===== src/rtl/bsync_rx_pkg.sv =====
package bsync_rx_pkg;

  typedef enum logic [1:0] {
    ST_HUNT  = 2'd0,
    ST_SYNC2 = 2'd1,
    ST_ENTRY = 2'd2,
    ST_DATA  = 2'd3
  } hunt_state_e;

  typedef enum logic [1:0] {
    EM_NONE     = 2'd0,
    EM_CRC      = 2'd1,
    EM_PAR_EVEN = 2'd2,
    EM_PAR_ODD  = 2'd3
  } err_mode_e;

  localparam int unsigned MIN_CHAR = 5;
  localparam int unsigned STAT_W   = 3;

endpackage


===== src/rtl/bsync_rx_framer.sv =====
module bsync_rx_framer
  import bsync_rx_pkg::*;
#(
  parameter int unsigned MAX_CHAR = 8,
  parameter int unsigned LEN_W    = 2,
  localparam int unsigned SR_W    = MAX_CHAR + 1,
  localparam int unsigned CNT_W   = $clog2(SR_W + 1)
) (
  input  logic                clk,
  input  logic                rst_n,
  input  logic                rx_en,
  input  logic                bit_vld,
  input  logic                bit_in,
  input  logic [LEN_W-1:0]    cfg_len,
  input  logic [MAX_CHAR-1:0] cfg_sync,
  input  logic                cfg_strip,
  input  logic                par_mode,
  output logic                chr_vld,
  output logic [MAX_CHAR-1:0] chr,
  output logic                chr_par,
  output logic [CNT_W-1:0]    char_len,
  output logic                rx_active
);

  hunt_state_e         st_q, st_d;
  logic [CNT_W-1:0]    cnt_q, cnt_d;
  logic [SR_W-1:0]     sr_q, sr_d, win;
  logic [CNT_W-1:0]    frame_len, shift_amt;
  logic [MAX_CHAR-1:0] mask;
  logic                match, frame_end, strip_hit, deliver;

  // Character geometry from the length code and parity mode.
  always_comb begin
    char_len  = CNT_W'(MIN_CHAR) + CNT_W'(cfg_len);
    frame_len = char_len + CNT_W'(par_mode);
    shift_amt = CNT_W'(SR_W) - frame_len;
    mask      = {MAX_CHAR{1'b1}} >> (CNT_W'(MAX_CHAR) - char_len);
  end

  // The newest bit enters at the top; the frame sits in the top frame_len bits.
  always_comb begin
    sr_d      = bit_vld ? {bit_in, sr_q[SR_W-1:1]} : sr_q;
    win       = sr_d >> shift_amt;
    chr       = win[MAX_CHAR-1:0] & mask;
    chr_par   = win[char_len];
    match     = (chr == (cfg_sync & mask));
    frame_end = bit_vld && ((cnt_q + 1'b1) == frame_len);
    strip_hit = cfg_strip && match;
  end

  // Next-state logic: sliding hunt, aligned second sync, entry, data.
  always_comb begin
    st_d    = st_q;
    cnt_d   = cnt_q;
    deliver = 1'b0;
    if (bit_vld) begin
      unique case (st_q)
        ST_HUNT: begin
          if (cnt_q < frame_len) cnt_d = cnt_q + 1'b1;
          if ((cnt_d >= frame_len) && match) begin
            st_d  = ST_SYNC2;
            cnt_d = '0;
          end
        end
        ST_SYNC2: begin
          cnt_d = frame_end ? '0 : cnt_q + 1'b1;
          if (frame_end) begin
            if (match) begin
              st_d = ST_ENTRY;
            end else begin
              st_d  = ST_HUNT;
              cnt_d = frame_len;
            end
          end
        end
        ST_ENTRY: begin
          cnt_d = frame_end ? '0 : cnt_q + 1'b1;
          if (frame_end && !strip_hit) begin
            st_d    = ST_DATA;
            deliver = 1'b1;
          end
        end
        ST_DATA: begin
          cnt_d = frame_end ? '0 : cnt_q + 1'b1;
          if (frame_end && !strip_hit) deliver = 1'b1;
        end
      endcase
    end
  end

  always_ff @(posedge clk or negedge rst_n) begin
    if (!rst_n) begin
      st_q  <= ST_HUNT;
      cnt_q <= '0;
      sr_q  <= '0;
    end else if (!rx_en) begin
      st_q  <= ST_HUNT;
      cnt_q <= '0;
      sr_q  <= '0;
    end else begin
      st_q  <= st_d;
      cnt_q <= cnt_d;
      sr_q  <= sr_d;
    end
  end

  assign chr_vld   = rx_en && deliver;
  assign rx_active = (st_q == ST_DATA);

endmodule


===== src/rtl/bsync_rx_check.sv =====
module bsync_rx_check
  import bsync_rx_pkg::*;
#(
  parameter int unsigned MAX_CHAR = 8,
  parameter int unsigned CRC_W    = 16,
  parameter logic [CRC_W-1:0] CRC_POLY = 16'hA001,
  localparam int unsigned CNT_W   = $clog2(MAX_CHAR + 2)
) (
  input  logic                clk,
  input  logic                rst_n,
  input  logic                rx_en,
  input  logic                chr_vld,
  input  logic [MAX_CHAR-1:0] chr,
  input  logic                chr_par,
  input  logic [CNT_W-1:0]    char_len,
  input  err_mode_e           err_mode,
  output logic                crc_good,
  output logic                par_fail
);

  logic [CRC_W-1:0] crc_q, crc_d, crc_next;
  logic             good_q, good_d;

  // Reflected shift of one character's data bits, LSB first.
  function automatic logic [CRC_W-1:0] crc_update(
    input logic [CRC_W-1:0]    c_in,
    input logic [MAX_CHAR-1:0] d,
    input logic [CNT_W-1:0]    n
  );
    logic [CRC_W-1:0] c;
    logic             fb;
    c = c_in;
    for (int i = 0; i < MAX_CHAR; i++) begin
      if (CNT_W'(i) < n) begin
        fb = c[0] ^ d[i];
        c  = c >> 1;
        if (fb) c = c ^ CRC_POLY;
      end
    end
    return c;
  endfunction

  always_comb begin
    crc_next = crc_update(crc_q, chr, char_len);
    crc_d    = crc_q;
    good_d   = good_q;
    if (chr_vld && (err_mode == EM_CRC)) begin
      crc_d  = crc_next;
      good_d = (crc_next == '0);
    end
  end

  // Parity modes: odd expects an odd count over data plus parity bit.
  assign par_fail = chr_vld && err_mode[1] && (((^chr) ^ chr_par) != err_mode[0]);

  always_ff @(posedge clk or negedge rst_n) begin
    if (!rst_n) begin
      crc_q  <= '0;
      good_q <= 1'b0;
    end else if (!rx_en) begin
      crc_q  <= '0;
      good_q <= 1'b0;
    end else begin
      crc_q  <= crc_d;
      good_q <= good_d;
    end
  end

  assign crc_good = good_q;

endmodule


===== src/rtl/bsync_rx_regs.sv =====
module bsync_rx_regs #(
  parameter int unsigned MAX_CHAR = 8
) (
  input  logic                clk,
  input  logic                rst_n,
  input  logic                rx_en,
  input  logic                chr_vld,
  input  logic [MAX_CHAR-1:0] chr,
  input  logic                par_fail,
  input  logic                rd_data,
  input  logic                rd_stat,
  output logic [MAX_CHAR-1:0] rx_data,
  output logic                data_avail,
  output logic                ovr_flag,
  output logic                par_flag,
  output logic                stat_avail
);

  logic [MAX_CHAR-1:0] data_q, data_d;
  logic avail_q, avail_d, ovr_q, ovr_d, perr_q, perr_d, savail_q, savail_d;
  logic avail_left, ovr_base, perr_base, sav_base, ovr_set, perr_set, rise;

  always_comb begin
    avail_left = avail_q && !rd_data;
    ovr_base   = ovr_q && !rd_stat;
    perr_base  = perr_q && !rd_stat;
    sav_base   = savail_q && !rd_stat;
    ovr_set    = chr_vld && avail_left;
    perr_set   = chr_vld && par_fail;
    rise       = (ovr_set && !ovr_base) || (perr_set && !perr_base);

    data_d   = data_q;
    avail_d  = avail_left;
    if (chr_vld && !avail_left) begin
      data_d  = chr;
      avail_d = 1'b1;
    end
    ovr_d    = ovr_base || ovr_set;
    perr_d   = perr_base || perr_set;
    savail_d = sav_base || rise;
  end

  always_ff @(posedge clk or negedge rst_n) begin
    if (!rst_n) begin
      data_q   <= '0;
      avail_q  <= 1'b0;
      ovr_q    <= 1'b0;
      perr_q   <= 1'b0;
      savail_q <= 1'b0;
    end else if (!rx_en) begin
      data_q   <= '0;
      avail_q  <= 1'b0;
      ovr_q    <= 1'b0;
      perr_q   <= 1'b0;
      savail_q <= 1'b0;
    end else begin
      data_q   <= data_d;
      avail_q  <= avail_d;
      ovr_q    <= ovr_d;
      perr_q   <= perr_d;
      savail_q <= savail_d;
    end
  end

  assign rx_data    = data_q;
  assign data_avail = avail_q;
  assign ovr_flag   = ovr_q;
  assign par_flag   = perr_q;
  assign stat_avail = savail_q;

endmodule


===== src/rtl/bsync_rx.sv =====
module bsync_rx
  import bsync_rx_pkg::*;
#(
  parameter int unsigned MAX_CHAR = 8,
  parameter int unsigned LEN_W    = 2,
  parameter int unsigned CRC_W    = 16,
  parameter logic [CRC_W-1:0] CRC_POLY = 16'hA001,
  parameter int unsigned RST_STAGES = 2,
  localparam int unsigned CNT_W   = $clog2(MAX_CHAR + 2)
) (
  input  logic                clk,
  input  logic                rst_n,
  input  logic                rx_en,
  input  logic                bit_vld,
  input  logic                bit_in,
  input  logic [LEN_W-1:0]    cfg_len,
  input  logic [MAX_CHAR-1:0] cfg_sync,
  input  logic                cfg_strip,
  input  logic [1:0]          cfg_err,
  input  logic                rd_data,
  input  logic                rd_stat,
  output logic [MAX_CHAR-1:0] rx_data,
  output logic                data_avail,
  output logic [STAT_W-1:0]   rx_stat,
  output logic                stat_avail,
  output logic                rx_active
);

  // Reset: asserted asynchronously, released after RST_STAGES edges.
  logic [RST_STAGES-1:0] rst_pipe;
  logic                  rst_n_s;

  always_ff @(posedge clk or negedge rst_n) begin
    if (!rst_n) rst_pipe <= '0;
    else        rst_pipe <= {rst_pipe[RST_STAGES-2:0], 1'b1};
  end
  assign rst_n_s = rst_pipe[RST_STAGES-1];

  err_mode_e           err_mode;
  logic                chr_vld, chr_par, crc_good, par_fail, ovr_flag, par_flag;
  logic [MAX_CHAR-1:0] chr;
  logic [CNT_W-1:0]    char_len;

  assign err_mode = err_mode_e'(cfg_err);

  bsync_rx_framer #(.MAX_CHAR(MAX_CHAR), .LEN_W(LEN_W)) u_framer (
    .clk       (clk),
    .rst_n     (rst_n_s),
    .rx_en     (rx_en),
    .bit_vld   (bit_vld),
    .bit_in    (bit_in),
    .cfg_len   (cfg_len),
    .cfg_sync  (cfg_sync),
    .cfg_strip (cfg_strip),
    .par_mode  (cfg_err[1]),
    .chr_vld   (chr_vld),
    .chr       (chr),
    .chr_par   (chr_par),
    .char_len  (char_len),
    .rx_active (rx_active)
  );

  bsync_rx_check #(.MAX_CHAR(MAX_CHAR), .CRC_W(CRC_W), .CRC_POLY(CRC_POLY)) u_check (
    .clk      (clk),
    .rst_n    (rst_n_s),
    .rx_en    (rx_en),
    .chr_vld  (chr_vld),
    .chr      (chr),
    .chr_par  (chr_par),
    .char_len (char_len),
    .err_mode (err_mode),
    .crc_good (crc_good),
    .par_fail (par_fail)
  );

  bsync_rx_regs #(.MAX_CHAR(MAX_CHAR)) u_regs (
    .clk        (clk),
    .rst_n      (rst_n_s),
    .rx_en      (rx_en),
    .chr_vld    (chr_vld),
    .chr        (chr),
    .par_fail   (par_fail),
    .rd_data    (rd_data),
    .rd_stat    (rd_stat),
    .rx_data    (rx_data),
    .data_avail (data_avail),
    .ovr_flag   (ovr_flag),
    .par_flag   (par_flag),
    .stat_avail (stat_avail)
  );

  assign rx_stat = {crc_good, par_flag, ovr_flag};

endmodule


===== config.mk =====
export PLATFORM = sky130hd
export DESIGN_NAME = bsync_rx
export DESIGN_NICKNAME = d
export VERILOG_FILES = /design/src/rtl/bsync_rx_pkg.sv /design/src/rtl/bsync_rx_framer.sv /design/src/rtl/bsync_rx_check.sv /design/src/rtl/bsync_rx_regs.sv /design/src/rtl/bsync_rx.sv
export SDC_FILE = /design/constraint.sdc
export NUM_CORES = 1
export LEC_CHECK = 0
export ABC_AREA = 1
export BUFFER_PORTS_ARGS = -buffer_cell sky130_fd_sc_hd__buf_4
export CORE_UTILIZATION = 40
export DETAILED_ROUTE_END_ITERATION = 8
export PLACE_DENSITY_LB_ADDON = 0.05
export SYNTH_ARGS = -nofsm -noshare
export SYNTH_HDL_FRONTEND = slang
export SYNTH_HIERARCHICAL = 1
export SYNTH_SLANG_ARGS = --single-unit

===== constraint.sdc =====
create_clock -name clk -period 1.69 [get_ports clk]
set_clock_uncertainty 0.2 [all_clocks]
set_input_delay 0.0845 -clock clk [delete_from_list [all_inputs] [get_ports clk]]
set_output_delay 0.0845 -clock clk [all_outputs]
set_load 0.01 [all_outputs]

==> results.cfg, run 1 <==
[status]
status = complete, but fails checks
violations = hold timing, setup timing

[critical_path]
cpPeakStageDelay_ns = 0.42
rr_startpoint = u_framer/sr_q[2]$_DFF_PN0_
arrival_ns = 4.57
crit_type = in -> reg
crit_required_ns = 1.68
r2r-end = u_check/crc_good$_DFFE_PN0P_
ff2ff_path_depth = 44
crit_family = simple AND/OR/NAND/NOR gates
cp-end-kind = flip-flop
crit_slowest_cell = ha_4
crit_path_frequent_cell = nand2_4
crit_buf_inv = 4
startpoint_type = primary input
crit_fanout = 8
rrSetupSlack_ns = -2.83

[timing]
hold_violations = 10
worst_slack_ns = -2.90
period_share = 2.71
fin_hold_ws_ns = -0.00323
fin_crit_ns = 4.59
maxSlewHeadroom = 0.594
rsz0062_at_grt = true
setup_viol = 35
worst_slew_pin_slew_ns = 0.603
slew_viol_final = 0
fmax_ghz = 0.218

[cts]
cts_max_level = 2
clkLatencyLatePin_ns = 0.30
cts_buffer_depth = 2
cts-root-buf = clkbuf_16
cts_buffers = 5
cts_sinks = 46
cts_tree = done
clk_pin_slew_ns = 0.06

[pwr]
power_per_cell_area_nw_per_um2 = 775
irDropWorstVdd_mv = 0.648
power_mw = 7.40
p_leak_nw = 4.64

[die]
row_count = 42
core_area_sq_um = 13200
start_util = 0.411
die_y_um = 119
die_x_um = 119
dieArea_sq_um = 14100
io_pins = 34

[synth]
ys_types = 46
synth_area_leader_cell = dfrtp_1
syn_nets = 928
synth-main-ff-cell = dfrtp_1
yosysWarnings = 6
syn_area_sq_um = 5450
ys_ff_latch = 46
avgSynthCellArea_sq_um = 6.09
synth.top_cell.area_share = 0.211
synth_edf_count = 0
postSynth.asyncResetShare = 1.00
yosysSeqAreaShare = 0.211
syn_inst = 894
synth_top_cells_by_area = dfrtp_1 21%, nand2_1 20%, nand3_1 9.8%, o21ai_0 7.3%, inv_1 6.0%

[flow_run]
maxCapViolCount = 0

[final_layout]
final_common_cell = buf_4
layoutNonFillerInstCount = 1368
n_antenna_cell = 0
synthToLayoutAreaGrowth_pct = 75.4
nNetsFinal = 1225
final_layout_size_suffix_gt1_frac = 0.498
mostFrequentLayoutCells = 275 x buf_4, 239 x nand2_1, 71 x inv_1

[global_routing]
grt_pass1_vias = 7062
globalRouteOverflowTotal = 0
grt_pass1_wl_mm = 33.5
gr-usage-all-layers = 0.295
antenna_found_initial = 0
grt_max_degree = 30

[place]
dp.cells = 1290
hpwlAfterDp_mm = 15.3
gp_congestion = 0.916
port_buffers = 33

[detailed_routing]
num_vias = 7269
via_per_inst = 5.31
drt-initial-drc-count = 547
wl_per_cell_um = 15.6
drcViolationCount = 0
dr.pass1.iters = 5
finalWirelength_mm = 21.4
ant_nets = 0

[min_path]
holdCritPathClass = reg -> async
==> area by class of cell <==
class                      count  area (sq um)
timing repair buffer         321          2630
sequential                    46          1150
inverter                     100           412
clock buffer                   7           143
fill                        1030          3690
multi-input combinational    717          4990
tap                          176           220
clock inverter                 1          8.76
==> cells in the mapped netlist, types with 3 or more instances <==
cell and n:
inv_2 8, inv_1 87, buf_6 4, o21ai_1 18, o21ai_0 79, nand3_1 107
nand2_2 25, buf_4 4, ha_1 14, nand3_2 19, o211ai_1 18, a21oi_1 27
nand2_4 9, nor2_4 6, dfrtp_1 46, o22ai_1 10, nor2_1 30, clkinv_1 3
nor2_2 5, or2_2 4, xnor2_1 11, clkbuf_1 14, buf_2 9, nand2_1 292
xor2_1 9, nand4_1 9, o21ai_2 3
==> how the worst max path moves through the flow <==
stage / start / endpoint / cells after the start
final: cfg_len[0] / u_check/crc_good$_DFFE_PN0P_ / 46
after global routing: cfg_len[0] / u_check/crc_q[13]$_DFFE_PN0P_ / 46
after CTS: cfg_len[0] / u_check/crc_good$_DFFE_PN0P_ / 49
after detailed placement: cfg_len[0] / u_check/crc_good$_DFFE_PN0P_ / 45
after global placement: cfg_len[0] / u_check/crc_q[15]$_DFFE_PN0P_ / 43
after floorplan: cfg_len[0] / u_check/crc_good$_DFFE_PN0P_ / 49
==> kinds of logic (layout without fill, tap and decap cells) <==
kind of cell | count (synthesis) | in the layout | synth area share
fa+ha+maj | 14 | 14 | 0.0322
compound gates | 164 | 164 | 0.170
other cells | 1 | 1 | 0.000688
flops | 46 | 46 | 0.211
xor+xnor | 20 | 20 | 0.0322
simple gates | 514 | 516 | 0.447
buf+inv | 133 | 429 | 0.103
mux | 2 | 2 | 0.00367
==> worst register-to-register path: cells and delay by family (launching register included) <==
| family | cells | cell delay [ns] |
|---|---|---|
| compound gates | 2 | 0.19 |
| buf+inv | 1 | 0.10 |
| flops | 1 | 0.39 |
| simple gates | 41 | 3.52 |
==> sequential cells by signal, summed over array words and instances, names as in the netlist <==
register / count
u_check/crc_q: 16
u_regs/data_avail: 1
u_regs/ovr_flag: 1
u_check/crc_good: 1
rst_pipe: 2
u_regs/rx_data: 8
u_regs/stat_avail: 1
u_framer/sr_q: 9
u_framer/cnt_q: 4
u_framer/st_q: 2
u_regs/par_flag: 1
==> per-layer routing <==
metal / wire [um] / vias up / GRT usage
met5: 0 / - / 0
met4: 524 / 0 / 0.0783
met3: 1130 / 48 / 0.0444
met2: 10500 / 230 / 0.495
met1: 9240 / 3431 / 0.391
li1: - / 3560 / -
==> metrics by stage <==
step | setup slack, ns | area, sq um | utilization | TNS, ns
after CTS | -2.61 | 8830 | 0.667 | -67.03
after global placement | -3.01 | 7560 | 0.571 | -68.22
after floorplan | -2.53 | 5610 | - | -46.85
after detailed placement | -3.30 | 7560 | 0.571 | -71.96
final | -2.90 | 9550 | 0.721 | -65.80
after global routing | -3.13 | 9550 | 0.721 | -71.98
==> power by group <==
group	internal (mW)	switching, mW
Combinational	2.37	2.83
Clock	0.596	0.450
Sequential	1.13	0.0276
Total	4.10	3.31
==> what timing repair did <==
action | 4_1_cts | 5_1_grt
gates resized for setup | 186 | 148
pin swaps | 57 | 91
gates cloned | 3 | 0
setup buffers | 44 | 27
hold buffers | 7 | 0
endpoints found under the setup margin | 35 | 35
hold endpoints to repair | 8 | 0
Power figures use the tool's default switching activity.
==> run 2, diff against run 1 <==
--- a/config.mk
+++ b/config.mk
@@ -9,7 +9,7 @@
 export BUFFER_PORTS_ARGS = -buffer_cell sky130_fd_sc_hd__buf_4
 export CORE_UTILIZATION = 40
 export DETAILED_ROUTE_END_ITERATION = 8
-export PLACE_DENSITY_LB_ADDON = 0.05
+export PLACE_DENSITY = 0.67
 export SYNTH_ARGS = -nofsm -noshare
 export SYNTH_HDL_FRONTEND = slang
 export SYNTH_HIERARCHICAL = 1
==> results.cfg, run 2 (synthesis results as in run 1) <==
[critical_path]
crit_required_ns = 1.70
startpoint_type = primary input
crit_path_frequent_cell = nand2_4
crit_buf_inv = 4
crit_family = simple AND/OR/NAND/NOR gates
arrival_ns = 4.73
crit_fanout = 8
crit_type = in -> reg
cp-end-kind = flip-flop
crit_slowest_cell = ha_4
cpPeakStageDelay_ns = 0.43

[pwr]
power_per_cell_area_nw_per_um2 = 803
p_leak_nw = 4.55
p_sw_mw = 3.44
pwr-share-comb = 0.698
power_mw = 7.46
p_sw_frac = 0.461
p_int_mw = 4.02
power_frac_seq = 0.155
irDropWorstVdd_mv = 0.652
p_clk_frac = 0.147

[timing]
rsz0062_at_grt = true
fmax_ghz = 0.212
hold_violations = 0
fin_crit_ns = 4.72
period_share = 2.80
slew_viol_final = 0
maxSlewHeadroom = 0.645
tns_ns = -65.34
setup_viol = 35
worst_slack_ns = -3.03
worst_slew_pin_slew_ns = 0.527

[cts]
clk_pin_slew_ns = 0.07
clkLatencyLatePin_ns = 0.32
cts_buffers = 5
cts_buffer_depth = 2
cts_tree = done
cts_max_level = 2
cts-root-buf = clkbuf_16
cts_sinks = 46

[flow_run]
maxCapViolCount = 0

[detailed_routing]
ant_nets = 0
finalWirelength_mm = 24.2
drt-initial-drc-count = 677
via_per_inst = 5.63
drcViolationCount = 0
num_vias = 7696
dr.pass1.iters = 5
wl_per_cell_um = 17.7

[min_path]
holdCritPathClass = in -> reg

[global_routing]
grt_max_degree = 28
gr-usage-all-layers = 0.288
globalRouteOverflowTotal = 0
antenna_found_initial = 0
grt_pass1_vias = 6962
grt_pass1_wl_mm = 32.6

[final_layout]
n_antenna_cell = 0
fin_util = 0.701
synthToLayoutAreaGrowth_pct = 70.5
final_layout_size_suffix_gt1_frac = 0.486
largest_reg_flops = 16
top_register = u_check/crc_q
post-route-cell-area_sq_um = 9290
fillers = 921
nNetsFinal = 1224
mostFrequentLayoutCells = 298 x buf_4, 232 x nand2_1, 77 x inv_1
layoutNonFillerInstCount = 1367
final_common_cell = buf_4

[die]
io_pins = 34
row_count = 42
dieArea_sq_um = 14100
die_x_um = 119
die_y_um = 119
start_util = 0.411
core_area_sq_um = 13200

[place]
hpwlAfterDp_mm = 14.3
gp_congestion = 0.971
dp.cells = 1302
port_buffers = 33
dpl_cell_area_sq_um = 7620

[status]
violations = setup timing
status = complete, but fails checks
==> run 2: cell count changes in the layout (fill, tap and decap cells not counted), sizes merged <==
| cell | previous run | this run |
|---|---|---|
| nand2 | 328 | 327 |
| clkinv | 4 | 5 |
| inv | 96 | 97 |
| clkbuf | 7 | 5 |
==> run 2: power groups by stage <==
| stage | Sequential, mW | Clock [mW] | Combinational (mW) |
|---|---|---|---|
| 4_1_cts | 1.15 | 1.11 | 4.19 |
| 3_3_place_gp | 1.17 | 0 | 3.55 |
| 5_1_grt | 1.16 | 1.16 | 5.54 |
| 2_1_floorplan | 1.19 | 0 | 2.09 |
| 3_5_place_dp | 1.18 | 0 | 3.60 |
| 6_report | 1.16 | 1.10 | 5.21 |
==> run 2: tightest hold or removal path: cells and delay by family <==
family,cells,cell delay (ns)
AND/OR/NAND/NOR,1,0.09
buffers and inverters,3,0.28
AO/OA/AOI/OAI,1,0.05
==> run 2: worst paths after layout <==
path | startpoint | to | slack (ns) | cells past startpoint
max in group asynchronous | rst_n | rst_pipe[1]$_DFF_PN0_ | 0.73 | 3
min in group asynchronous | rst_pipe[1]$_DFF_PN0_ | u_framer/st_q[0]$_DFFE_PN0P_ | 0.06 | 1
setup reg to reg | u_framer/sr_q[6]$_DFF_PN0_ | u_check/crc_good$_DFFE_PN0P_ | -2.91 | 43
setup / recovery | cfg_len[0] | u_check/crc_good$_DFFE_PN0P_ | -3.03 | 46
hold reg to reg | rst_pipe[1]$_DFF_PN0_ | u_framer/st_q[0]$_DFFE_PN0P_ | 0.06 | 1
hold / removal | bit_vld | u_framer/sr_q[5]$_DFF_PN0_ | 0.04 | 5
==> run 2: final cells by class <==
cell class	instances	area [sq um]	area share
clock inverter	3	28.8	0.00310
tap	176	220	0.0237
clock buffer	5	125	0.0135
multi-input combinational	716	4860	0.523
timing repair buffer	321	2490	0.269
sequential	46	1150	0.124
inverter	100	407	0.0438
==> run 2: routing by layer <==
metal | part of all wire | GRT usage
met5 | 0 | 0
met4 | 0.066 | 0.146
met3 | 0.076 | 0.0569
met2 | 0.49 | 0.502
met1 | 0.37 | 0.334
==> run 2: repair_timing <==
action,in CTS,in global routing
gates cloned,0,1
pin swaps,48,60
resized for setup,148,132
endpoints found under the setup margin,35,35
buffers inserted,28,26
hold endpoints to repair,9,0
hold buffers,7,0
==> run 2: through the flow <==
stage	hold slack (ns)	worst slack, ns
CTS	0.0327	-2.44
finish	0.0405	-3.03
detailed placement	-0.332	-3.01
floorplan	-0.411	-2.53
global route	0.0722	-3.26
global placement	-0.332	-2.86
